## config.mk

```make
export PLATFORM = sky130hd
export DESIGN_NAME = adcseq_ctrl
export DESIGN_NICKNAME = d
export VERILOG_FILES = /design/src/rtl/adcseq_pkg.sv /design/src/rtl/adcseq_edge_cnt.sv /design/src/rtl/adcseq_pwr_ctl.sv /design/src/rtl/adcseq_chan_sel.sv /design/src/rtl/adcseq_ctrl.sv
export SDC_FILE = /design/constraint.sdc
export NUM_CORES = 1
export LEC_CHECK = 0
export CAP_MARGIN = 25
export CORE_AREA = 2 2 63 77
export DETAILED_ROUTE_END_ITERATION = 16
export DIE_AREA = 0 0 65 79
export PLACE_DENSITY = 0.66
export SETUP_SLACK_MARGIN = 0.02
export SLEW_MARGIN = 20
export SYNTH_ARGS = -nofsm -noshare
export SYNTH_HDL_FRONTEND = slang
export SYNTH_SLANG_ARGS = --single-unit
```

## constraint.sdc

```tcl
create_clock -name clk -period 5.1 [get_ports clk]
set_input_delay 1.02 -clock clk [delete_from_list [all_inputs] [get_ports clk]]
set_output_delay 1.02 -clock clk [all_outputs]
set_load 0.02 [all_outputs]
```

## src/rtl/adcseq_pkg.sv

```systemverilog
package adcseq_pkg;

  typedef enum logic [1:0] {
    PM_NORMAL    = 2'b00,
    PM_AUTO_STBY = 2'b01,
    PM_AUTO_SHDN = 2'b10,
    PM_FULL_OFF  = 2'b11
  } pm_e;

  typedef enum logic [1:0] {
    SQ_FIXED_A = 2'b00,
    SQ_MASK    = 2'b01,
    SQ_SWEEP   = 2'b10,
    SQ_FIXED_B = 2'b11
  } sq_e;

  typedef enum logic [1:0] {
    PW_ON   = 2'b00,
    PW_STBY = 2'b01,
    PW_OFF  = 2'b10
  } pw_e;

  function automatic logic pm_is_auto(input pm_e m);
    return (m == PM_AUTO_STBY) || (m == PM_AUTO_SHDN);
  endfunction

endpackage

```

## src/rtl/adcseq_edge_cnt.sv

```systemverilog
module adcseq_edge_cnt #(
  parameter int EDGE_MAX  = 16,
  parameter int EDGE_FIRE = 15
) (
  input  logic clk,
  input  logic rst_n,
  input  logic frame_start,
  input  logic cs_active,
  input  logic sclk_rise,
  output logic fire
);
  localparam int CW = $clog2(EDGE_MAX + 1);

  logic [CW-1:0] cnt_q;

  always_ff @(posedge clk or negedge rst_n) begin
    if (!rst_n)
      cnt_q <= '0;
    else if (frame_start)
      cnt_q <= '0;
    else if (cs_active && sclk_rise && cnt_q != CW'(EDGE_MAX))
      cnt_q <= cnt_q + CW'(1);
  end

  assign fire = cs_active && sclk_rise && !frame_start && (cnt_q == CW'(EDGE_FIRE - 1));

  AST_CNT_CEIL: assert property (@(posedge clk) disable iff (!rst_n)
    cnt_q <= CW'(EDGE_MAX));
  AST_CNT_CLEAR: assert property (@(posedge clk) disable iff (!rst_n)
    frame_start |=> cnt_q == '0);
  AST_FIRE_STEP: assert property (@(posedge clk) disable iff (!rst_n)
    fire |=> cnt_q == CW'(EDGE_FIRE));

endmodule

```

## src/rtl/adcseq_pwr_ctl.sv

```systemverilog
module adcseq_pwr_ctl
  import adcseq_pkg::*;
(
  input  logic clk,
  input  logic rst_n,
  input  logic frame_start,
  input  logic fire,
  input  pm_e  pm_eff,
  output logic core_on,
  output logic ref_on,
  output logic wake
);
  pw_e  state_q, state_d;
  logic wake_q, wake_d;

  always_comb begin
    state_d = state_q;
    wake_d  = wake_q;
    if (frame_start)
      wake_d = (state_q != PW_ON) && (pm_eff != PM_FULL_OFF);
    if (pm_eff == PM_FULL_OFF)
      state_d = PW_OFF;
    else if (frame_start)
      state_d = PW_ON;
    else if (fire && pm_is_auto(pm_eff))
      state_d = (pm_eff == PM_AUTO_STBY) ? PW_STBY : PW_OFF;
  end

  always_ff @(posedge clk or negedge rst_n) begin
    if (!rst_n) begin
      state_q <= PW_ON;
      wake_q  <= 1'b0;
    end else begin
      state_q <= state_d;
      wake_q  <= wake_d;
    end
  end

  assign core_on = (state_q == PW_ON);
  assign ref_on  = (state_q != PW_OFF);
  assign wake    = wake_q;

  AST_CORE_NEEDS_REF: assert property (@(posedge clk) disable iff (!rst_n)
    core_on |-> ref_on);
  AST_WAKE_POWERED: assert property (@(posedge clk) disable iff (!rst_n)
    frame_start && !core_on && pm_eff != PM_FULL_OFF |=> wake && core_on);
  AST_FULL_DARK: assert property (@(posedge clk) disable iff (!rst_n)
    pm_eff == PM_FULL_OFF |=> !ref_on && !core_on);
  AST_NORMAL_STAYS: assert property (@(posedge clk) disable iff (!rst_n)
    core_on && pm_eff == PM_NORMAL |=> core_on);

endmodule

```

## src/rtl/adcseq_chan_sel.sv

```systemverilog
module adcseq_chan_sel
  import adcseq_pkg::*;
#(
  parameter int NUM_CH = 4,
  parameter int RNG_W  = 2
) (
  input  logic                        clk,
  input  logic                        rst_n,
  input  logic                        frame_start,
  input  sq_e                         sq_eff,
  input  logic [$clog2(NUM_CH)-1:0]   addr_eff,
  input  logic [NUM_CH-1:0]           mask_eff,
  input  logic                        restart_eff,
  input  logic                        rng_we,
  input  logic [$clog2(NUM_CH)-1:0]   rng_ch,
  input  logic [RNG_W-1:0]            rng_code,
  output logic [$clog2(NUM_CH)-1:0]   ch_q,
  output logic [RNG_W-1:0]            rng_q
);
  localparam int CH_W = $clog2(NUM_CH);

  logic [NUM_CH-1:0]            bank_hit;
  logic [NUM_CH-1:0][RNG_W-1:0] bank_q;
  logic [CH_W-1:0]              sel;

  function automatic logic [CH_W-1:0] lowest_set(input logic [NUM_CH-1:0] m);
    logic [CH_W-1:0] r;
    r = '0;
    for (int i = NUM_CH - 1; i >= 0; i--)
      if (m[i]) r = CH_W'(i);
    return r;
  endfunction

  function automatic logic [CH_W-1:0] next_set(input logic [NUM_CH-1:0] m,
                                               input logic [CH_W-1:0]   prev);
    logic [CH_W-1:0] r;
    r = prev;
    for (int i = NUM_CH - 1; i >= 1; i--) begin
      int k;
      k = (int'(prev) + i) % NUM_CH;
      if (m[k]) r = CH_W'(k);
    end
    return r;
  endfunction

  genvar g;
  generate
    for (g = 0; g < NUM_CH; g++) begin : g_hit
      assign bank_hit[g] = rng_we && (rng_ch == CH_W'(g));
    end
  endgenerate

  always_ff @(posedge clk or negedge rst_n) begin
    if (!rst_n)
      bank_q <= '0;
    else
      for (int i = 0; i < NUM_CH; i++)
        if (bank_hit[i]) bank_q[i] <= rng_code;
  end

  always_comb begin
    case (sq_eff)
      SQ_MASK: begin
        if (mask_eff == '0)    sel = addr_eff;
        else if (restart_eff)  sel = lowest_set(mask_eff);
        else                   sel = next_set(mask_eff, ch_q);
      end
      SQ_SWEEP: sel = (restart_eff || ch_q >= addr_eff) ? '0 : ch_q + CH_W'(1);
      default:  sel = addr_eff;
    endcase
  end

  always_ff @(posedge clk or negedge rst_n) begin
    if (!rst_n) begin
      ch_q  <= '0;
      rng_q <= '0;
    end else if (frame_start) begin
      ch_q  <= sel;
      rng_q <= bank_q[sel];
    end
  end

  AST_SWEEP_BOUND: assert property (@(posedge clk) disable iff (!rst_n)
    frame_start && sq_eff == SQ_SWEEP |=> ch_q <= $past(addr_eff));
  AST_FIXED_ADDR: assert property (@(posedge clk) disable iff (!rst_n)
    frame_start && (sq_eff == SQ_FIXED_A || sq_eff == SQ_FIXED_B)
      |=> ch_q == $past(addr_eff));
  AST_EMPTY_MASK: assert property (@(posedge clk) disable iff (!rst_n)
    frame_start && sq_eff == SQ_MASK && mask_eff == '0
      |=> ch_q == $past(addr_eff));

endmodule

```

## src/rtl/adcseq_ctrl.sv

```systemverilog
module adcseq_ctrl
  import adcseq_pkg::*;
#(
  parameter int NUM_CH    = 4,
  parameter int RNG_W     = 2,
  parameter int EDGE_MAX  = 16,
  parameter int EDGE_FIRE = 15
) (
  input  logic                      clk,
  input  logic                      rst_n,
  input  logic                      cs_n,
  input  logic                      sclk_rise,
  input  logic                      ctl_we,
  input  logic [1:0]                ctl_pm,
  input  logic [1:0]                ctl_seq,
  input  logic [$clog2(NUM_CH)-1:0] ctl_addr,
  input  logic                      seq_we,
  input  logic [NUM_CH-1:0]         seq_mask,
  input  logic                      rng_we,
  input  logic [$clog2(NUM_CH)-1:0] rng_ch,
  input  logic [RNG_W-1:0]          rng_code,
  output logic                      conv_go,
  output logic [$clog2(NUM_CH)-1:0] conv_ch,
  output logic [RNG_W-1:0]          conv_rng,
  output logic                      conv_wake,
  output logic                      core_pwr_on,
  output logic                      ref_pwr_on
);
  localparam int CH_W = $clog2(NUM_CH);

  pm_e               pm_q, pm_eff;
  sq_e               sq_q, sq_eff;
  logic [CH_W-1:0]   addr_q, addr_eff;
  logic [NUM_CH-1:0] mask_q, mask_eff;
  logic              restart_q, restart_eff;
  logic              cs_q, go_q;
  logic              frame_start, fire;

  assign frame_start = cs_q && !cs_n;
  assign pm_eff      = ctl_we ? pm_e'(ctl_pm)  : pm_q;
  assign sq_eff      = ctl_we ? sq_e'(ctl_seq) : sq_q;
  assign addr_eff    = ctl_we ? ctl_addr       : addr_q;
  assign mask_eff    = seq_we ? seq_mask       : mask_q;
  assign restart_eff = restart_q ||
                       (ctl_we && (ctl_seq != sq_q || ctl_addr != addr_q));

  always_ff @(posedge clk or negedge rst_n) begin
    if (!rst_n) begin
      pm_q      <= PM_NORMAL;
      sq_q      <= SQ_FIXED_A;
      addr_q    <= '0;
      mask_q    <= '0;
      restart_q <= 1'b1;
      cs_q      <= 1'b1;
      go_q      <= 1'b0;
    end else begin
      pm_q      <= pm_eff;
      sq_q      <= sq_eff;
      addr_q    <= addr_eff;
      mask_q    <= mask_eff;
      restart_q <= frame_start ? 1'b0 : restart_eff;
      cs_q      <= cs_n;
      go_q      <= frame_start;
    end
  end

  adcseq_edge_cnt #(.EDGE_MAX(EDGE_MAX), .EDGE_FIRE(EDGE_FIRE)) i_edge (
    .clk         (clk),
    .rst_n       (rst_n),
    .frame_start (frame_start),
    .cs_active   (!cs_n),
    .sclk_rise   (sclk_rise),
    .fire        (fire)
  );

  adcseq_pwr_ctl i_pwr (
    .clk         (clk),
    .rst_n       (rst_n),
    .frame_start (frame_start),
    .fire        (fire),
    .pm_eff      (pm_eff),
    .core_on     (core_pwr_on),
    .ref_on      (ref_pwr_on),
    .wake        (conv_wake)
  );

  adcseq_chan_sel #(.NUM_CH(NUM_CH), .RNG_W(RNG_W)) i_sel (
    .clk         (clk),
    .rst_n       (rst_n),
    .frame_start (frame_start),
    .sq_eff      (sq_eff),
    .addr_eff    (addr_eff),
    .mask_eff    (mask_eff),
    .restart_eff (restart_eff),
    .rng_we      (rng_we),
    .rng_ch      (rng_ch),
    .rng_code    (rng_code),
    .ch_q        (conv_ch),
    .rng_q       (conv_rng)
  );

  assign conv_go = go_q;

  AST_GO_SINGLE: assert property (@(posedge clk) disable iff (!rst_n)
    conv_go |=> !conv_go);
  AST_GO_AFTER_FALL: assert property (@(posedge clk) disable iff (!rst_n)
    $fell(cs_n) |=> conv_go);
  AST_RESTART_CLEARS: assert property (@(posedge clk) disable iff (!rst_n)
    frame_start |=> !restart_q);

endmodule

```

After elaboration in Yosys (flattened, before gate mapping)
Index checks and enable logic that the tools add are counted.
{"block": "op_classes", "addsub": 5, "order_cmp": 5, "muxes": 33, "n_eq_ne": 14, "reduce_logical": 27, "n_bitwise": 3}
{"cell": "two-way mux 2 bit", "count": 18}
{"cell": "logical AND 1 bit", "count": 12}
{"cell": "less-than comparator 3 x 4 -> 1 bit, second input constant", "count": 3}
{"cell": "== test 2 bit, second input constant", "count": 5}
{"cell": "two-way mux 5 bit", "count": 2}
{"cell": "two-way mux 1 bit", "count": 7}
{"cell": "binary-select mux 1 bit (select 2 bit)", "count": 3}
{"cell": "== test 2 x 1 -> 1 bit, second input constant", "count": 3}
{"cell": "OR reduction 2 bit", "count": 3}
{"cell": "adder 5 x 1 -> 5 bit, second input constant", "count": 1}
{"cell": "== test 5 x 4 -> 1 bit, second input constant", "count": 1}
{"cell": "!= test 5 bit, second input constant", "count": 1}
{"cell": "adder 2 x 1 -> 2 bit, second input constant", "count": 2}
{"cell": "adder 2 bit, second input constant", "count": 2}
{"cell": "binary-select mux 2 bit (select 2 bit)", "count": 1}
{"cell": "logical NOT 2 bit", "count": 2}
{"cell": "logical NOT 4 bit", "count": 1}
{"cell": "logical OR 1 bit", "count": 4}
{"cell": "two-way mux 4 bit", "count": 1}
{"cell": "!= test 2 bit", "count": 2}
{"cell": "!= test 2 bit, second input constant", "count": 2}
{"cell": "case mux 2 bit (2 select lines)", "count": 1}
{"cell": "nonzero test 2 bit", "count": 2}
{"cell": "AND 1 bit, first input constant", "count": 3}
{"cell": "4 further kinds", "count": 5}
{"block": "word_totals", "output_inout_bits": 8, "in_bits": 21, "word_cells": 103, "regBits": 33}

Longest topological paths before layout
{"block": "depth", "depth_word": 14, "mapped_depth": 11, "mapped_depth_nobuf": 10}

Cells and area by module
From an unflattened synthesis, not the netlist that was laid out.
{"block": "unflattened", "hier_cells": 179, "area_unflattened_um2": 1918.1}
{"module": "adcseq_chan_sel", "cells_per_inst": 90, "seq_area_each_um2": 300.3, "instances": 1, "area_per_inst_um2": 883.3}
{"module": "adcseq_ctrl", "cells_per_inst": 35, "seq_area_each_um2": 327.8, "instances": 1, "area_per_inst_um2": 525.5}
{"module": "adcseq_edge_cnt", "cells_per_inst": 36, "seq_area_each_um2": 125.1, "instances": 1, "area_per_inst_um2": 320.3}
{"module": "adcseq_pwr_ctl", "cells_per_inst": 18, "seq_area_each_um2": 75.1, "instances": 1, "area_per_inst_um2": 188.9}

Worst setup path before layout
Ideal clock, no wire load.
{"block": "synth_timing", "path_kind": "input port to flip-flop", "from": "input ctl_we", "to": "register i_sel.rng_q[0]", "path_buffers": 1, "t_arrival_ps": 3171, "setup_time_ps": 104, "slack_ps": 1825, "path_stages": 10, "path_cell_list": "clkbuf_1 mux2_2 ha_1 nor2b_1 o211ai_1 o21ai_0 o311a_1 nor3_1 nor2_1 a221oi_1"}
{"block": "synth_between", "elab_chain_cells": 7}
{"item": "start, declared", "line_no": "adcseq_ctrl.sv:13", "source": "input logic ctl_we,"}
{"item": "two-way mux 2 bit (*)", "line_no": "adcseq_ctrl.sv:42", "source": "assign addr_eff = ctl_we ? ctl_addr : addr_q;"}
{"item": "named net addr_eff[0]", "line_no": "adcseq_ctrl.sv:33", "source": "logic [CH_W-1:0] addr_q, addr_eff;"}
{"item": ">= comparator 2 bit", "line_no": "adcseq_chan_sel.sv:68", "source": "SQ_SWEEP: sel = (restart_eff || ch_q >= addr_eff) ? '0 : ch_q + CH_W'(1);"}
{"item": "logical OR 1 bit", "line_no": "adcseq_chan_sel.sv:68"}
{"item": "two-way mux 2 bit", "line_no": "adcseq_chan_sel.sv:68"}
{"item": "case mux 2 bit (2 select lines) (*)", "line_no": "adcseq_chan_sel.sv:62", "source": "case (sq_eff)"}
{"item": "binary-select mux 2 bit (select 2 bit) (*)", "line_no": "adcseq_chan_sel.sv:79", "source": "rng_q <= bank_q[sel];"}
{"item": "two-way mux 2 bit (not written as such) (*)", "line_no": "adcseq_chan_sel.sv:79"}
{"item": "end signal, assigned", "line_no": "adcseq_chan_sel.sv:79"}
{"item": "end, declared", "line_no": "adcseq_chan_sel.sv:18", "source": "output logic [RNG_W-1:0] rng_q"}
The timed path passes the listed nets; every way through them passes the cells marked *. The select of a mux whose other input is x is not followed.
A chain may end at the register's enable or synchronous reset.

Final worst setup path
{"block": "layout_timing", "from": "input ctl_we", "to": "register i_sel.rng_q[1]"}
The elaborated chain is that of the path after synthesis.

==> results.py <==
metrics = {
    "outcome": {
        "outcome": "finished, final reports clean",
    },
    "final_layout": {
        "layout_commonest_cell": "dfrtp_1",
        "nNetsFinal": 237,
        "antenna_cells": 0,
        "areaGrowthSynthToFinish_pct": 24.41,
        "layout_common_cells": "dfrtp_1 (31), clkdlybuf4s50_1 (28), nor2_1 (17), inv_1 (13)",
        "drive_above_1_share_pct": 12.50,
        "fin_cells": 266,
    },
    "timing": {
        "tns_ps": 0,
        "hold_viol": 0,
        "clock_skew_ps": 7.757,
        "setup_violations": 0,
        "rsz0062_at_grt": "false",
        "fmax_ghz": 0.2805,
        "relSlewSlack_pct": 59.26,
        "finalMaxSlewViolations": 0,
        "finalCritPeriodShare_pct": 69.90,
        "fin_crit_ps": 3565,
        "worst_pin_slew_ps": 611.2,
    },
    "synthesis": {
        "synth-seq-cells": 33,
        "yosys_warnings": 0,
        "synth_ff_type": "dfrtp_1",
        "synth_simple_gate_area_share_pct": 16.39,
        "synth_area_mm2": 0.001856,
        "ys_async_sr_fraction_pct": 100.0,
        "ys_types": 45,
        "syn_avg_cell_area_um2": 10.60,
        "synth_compound_area_share_pct": 11.06,
        "synthMuxAreaShare_pct": 13.76,
        "synth_xor_xnor_area_share_pct": 4.248,
        "synthAdderAreaFrac_pct": 6.069,
        "synth_edf_count": 0,
        "netlist_instances": 175,
        "synth_seq_area_share_pct": 44.64,
        "syn_nets": 205,
        "synth_top_family_by_area": "simple AND/OR/NAND/NOR gates",
    },
    "drt": {
        "vias_per_cell": 5.263,
        "wl_per_cell_um": 13.29,
        "vias": 1400,
        "first_pass_iters": 4,
        "drt_wl_total_um": 3535,
        "first_iter_violations": 90,
        "ant_nets": 0,
        "drc_errors": 0,
    },
    "setup_path": {
        "crit_type": "in -> reg",
        "timing.critical_path.fanout_max": 7,
        "required_ps": 5250,
        "end_kind": "flop",
        "critPathLaunchType": "primary input",
        "worstRegToRegCells": 8,
        "cp.arrival_ps": 3720,
    },
    "clocking": {
        "cts_buffers": 5,
        "cts_root_buffer": "clkbuf_8",
        "numClockSinks": 33,
        "cts_tree": "built",
        "cts_hold_buf": 0,
        "clkTransAtPathRegs_ps": 70,
        "cts_resized": 0,
        "htree_num_levels": 2,
        "clk-insertion-delay-late_ps": 290,
        "post_cts_buffers": 0,
        "cts_max_path_buffers": 2,
    },
    "die": {
        "start_util_pct": 41.93,
        "rows": 27,
        "die-height_um": 79,
        "die-area_mm2": 0.005135,
        "core_area_mm2": 0.004425,
        "num_io_pins": 29,
        "die_w_um": 65,
    },
    "flow_run": {
        "maxCapViolCount": 0,
    },
    "power": {
        "powerDensity_mw_per_mm2": 338.0,
        "p_leak_nw": 1.012,
        "peakVddDrop_mv": 0.1746,
    },
    "grt": {
        "antenna_found_initial": 0,
        "grt_pass1_vias": 1358,
        "grt_pass1_wl_um": 6161,
        "overflow": 0,
        "grt_max_degree": 34,
        "grt_usage_pct": 15.83,
    },
    "place": {
        "place.gp.congestion": 0.8878,
        "dp_cells": 258,
        "io_buffer_count": 28,
        "hpwl_um": 2678,
    },
    "worst_hold_path": {
        "min_path_type": "reg -> reg",
        "min_path_cells": 2,
    },
}
-- cells in the mapped netlist, drive strengths merged (3+ instances only) --
master / n / area [µm²]
nand3: 4 / 20.02
dfrtp: 31 / 775.7
clkbuf: 3 / 11.26
nand2b: 3 / 18.77
ha: 9 / 112.6
a21oi: 7 / 46.30
mux2i: 12 / 120.1
nor2: 17 / 63.81
nor3: 4 / 20.02
o21ai: 4 / 20.02
nor4: 4 / 31.28
nor3b: 4 / 35.03
nand2: 8 / 30.03
xnor2: 6 / 52.55
inv: 13 / 48.80
mux2: 12 / 135.1
xor2: 3 / 26.28
-- critical path, stage by stage --
cell,delay [ps]
clkdlybuf4s50_1,690
mux2_2,410
ha_1,280
nor2b_1,40
o211ai_1,250
o21ai_0,120
o311a_1,380
nor4_2,370
a221oi_1,160
-- stage by stage --
| stage | setup WS [ps] | hold slack (ps) | utilization [%] | power (W) | cell area [µm²] |
|---|---|---|---|---|---|
| final | 1535 | 502.4 | 52.16 | 0.0007803 | 2308 |
| after global routing | 1280 | 533.3 | 52.16 | 0.0008295 | 2308 |
| after CTS | 1523 | 502.9 | 52.16 | 0.0007895 | 2308 |
| after detailed placement | 1196 | 485.0 | 49.56 | 0.0005394 | 2193 |
| after global placement | 1297 | 464.1 | 49.56 | 0.0005366 | 2193 |
| after floorplan | 1825 | 478.6 | - | 0.0004582 | 1856 |
-- area by class of cell --
class	count	area, µm²
multi-input combinational	125	955.9
sequential	33	828.3
inverter	13	48.80
timing repair buffer	29	287.8
clock buffer	5	68.82
tap	58	72.57
clock inverter	3	46.29
fill	409	2117
-- sequential cells by signal, summed over array words and instances (netlist names) --
| register | cells |
|---|---|
| i_sel.ch_q | 2 |
| cs_q | 1 |
| addr_q | 2 |
| i_edge.cnt_q | 5 |
| i_sel.rng_q | 2 |
| i_pwr.wake | 1 |
| sq_q | 2 |
| restart_q | 1 |
| mask_q | 4 |
| conv_go | 1 |
| i_pwr.state_q | 2 |
| i_sel.bank_q | 8 |
| pm_q | 2 |
-- where the power goes --
group,switching [W],internal [W],leakage [nW]
logic,0.0000992,0.000102,0.559
clock network,0.000101,0.000146,0.0543
registers,0.0000319,0.000301,0.399
-- cell families after synthesis --
logic type / after synthesis
xor gates and xnor gates: 9
muxes: 24
DFF: 33
AOI/OAI and AO/OA: 28
buffers and inverters: 17
and+or+nand+nor: 55
adders and majority gates: 9
-- layer usage --
metal	wire, µm	share of wire [%]	up-vias	GRT usage [%]
li1	-	-	688	-
met1	1573	44	675	19.28
met2	1748	49	31	25.98
met3	139	3.9	6	4.391
met4	74	2.1	0	7.021
met5	0	0	-	0
-- worst paths after layout --
check                                       start  slack (ps)                         end
min                        i_pwr.wake$_DFFE_PN0P_         500      i_pwr.wake$_DFFE_PN0P_
min reg2reg                i_pwr.wake$_DFFE_PN0P_         500      i_pwr.wake$_DFFE_PN0P_
max in group asynchronous                   rst_n        3650         restart_q$_DFF_PN1_
min in group asynchronous                   rst_n        1120      i_pwr.wake$_DFFE_PN0P_
max reg2reg                   addr_q[0]$_DFF_PN0_        2680  i_sel.rng_q[1]$_DFFE_PN0P_
max                                        ctl_we        1540  i_sel.rng_q[1]$_DFFE_PN0P_
(Power assumes the default switching activity.)
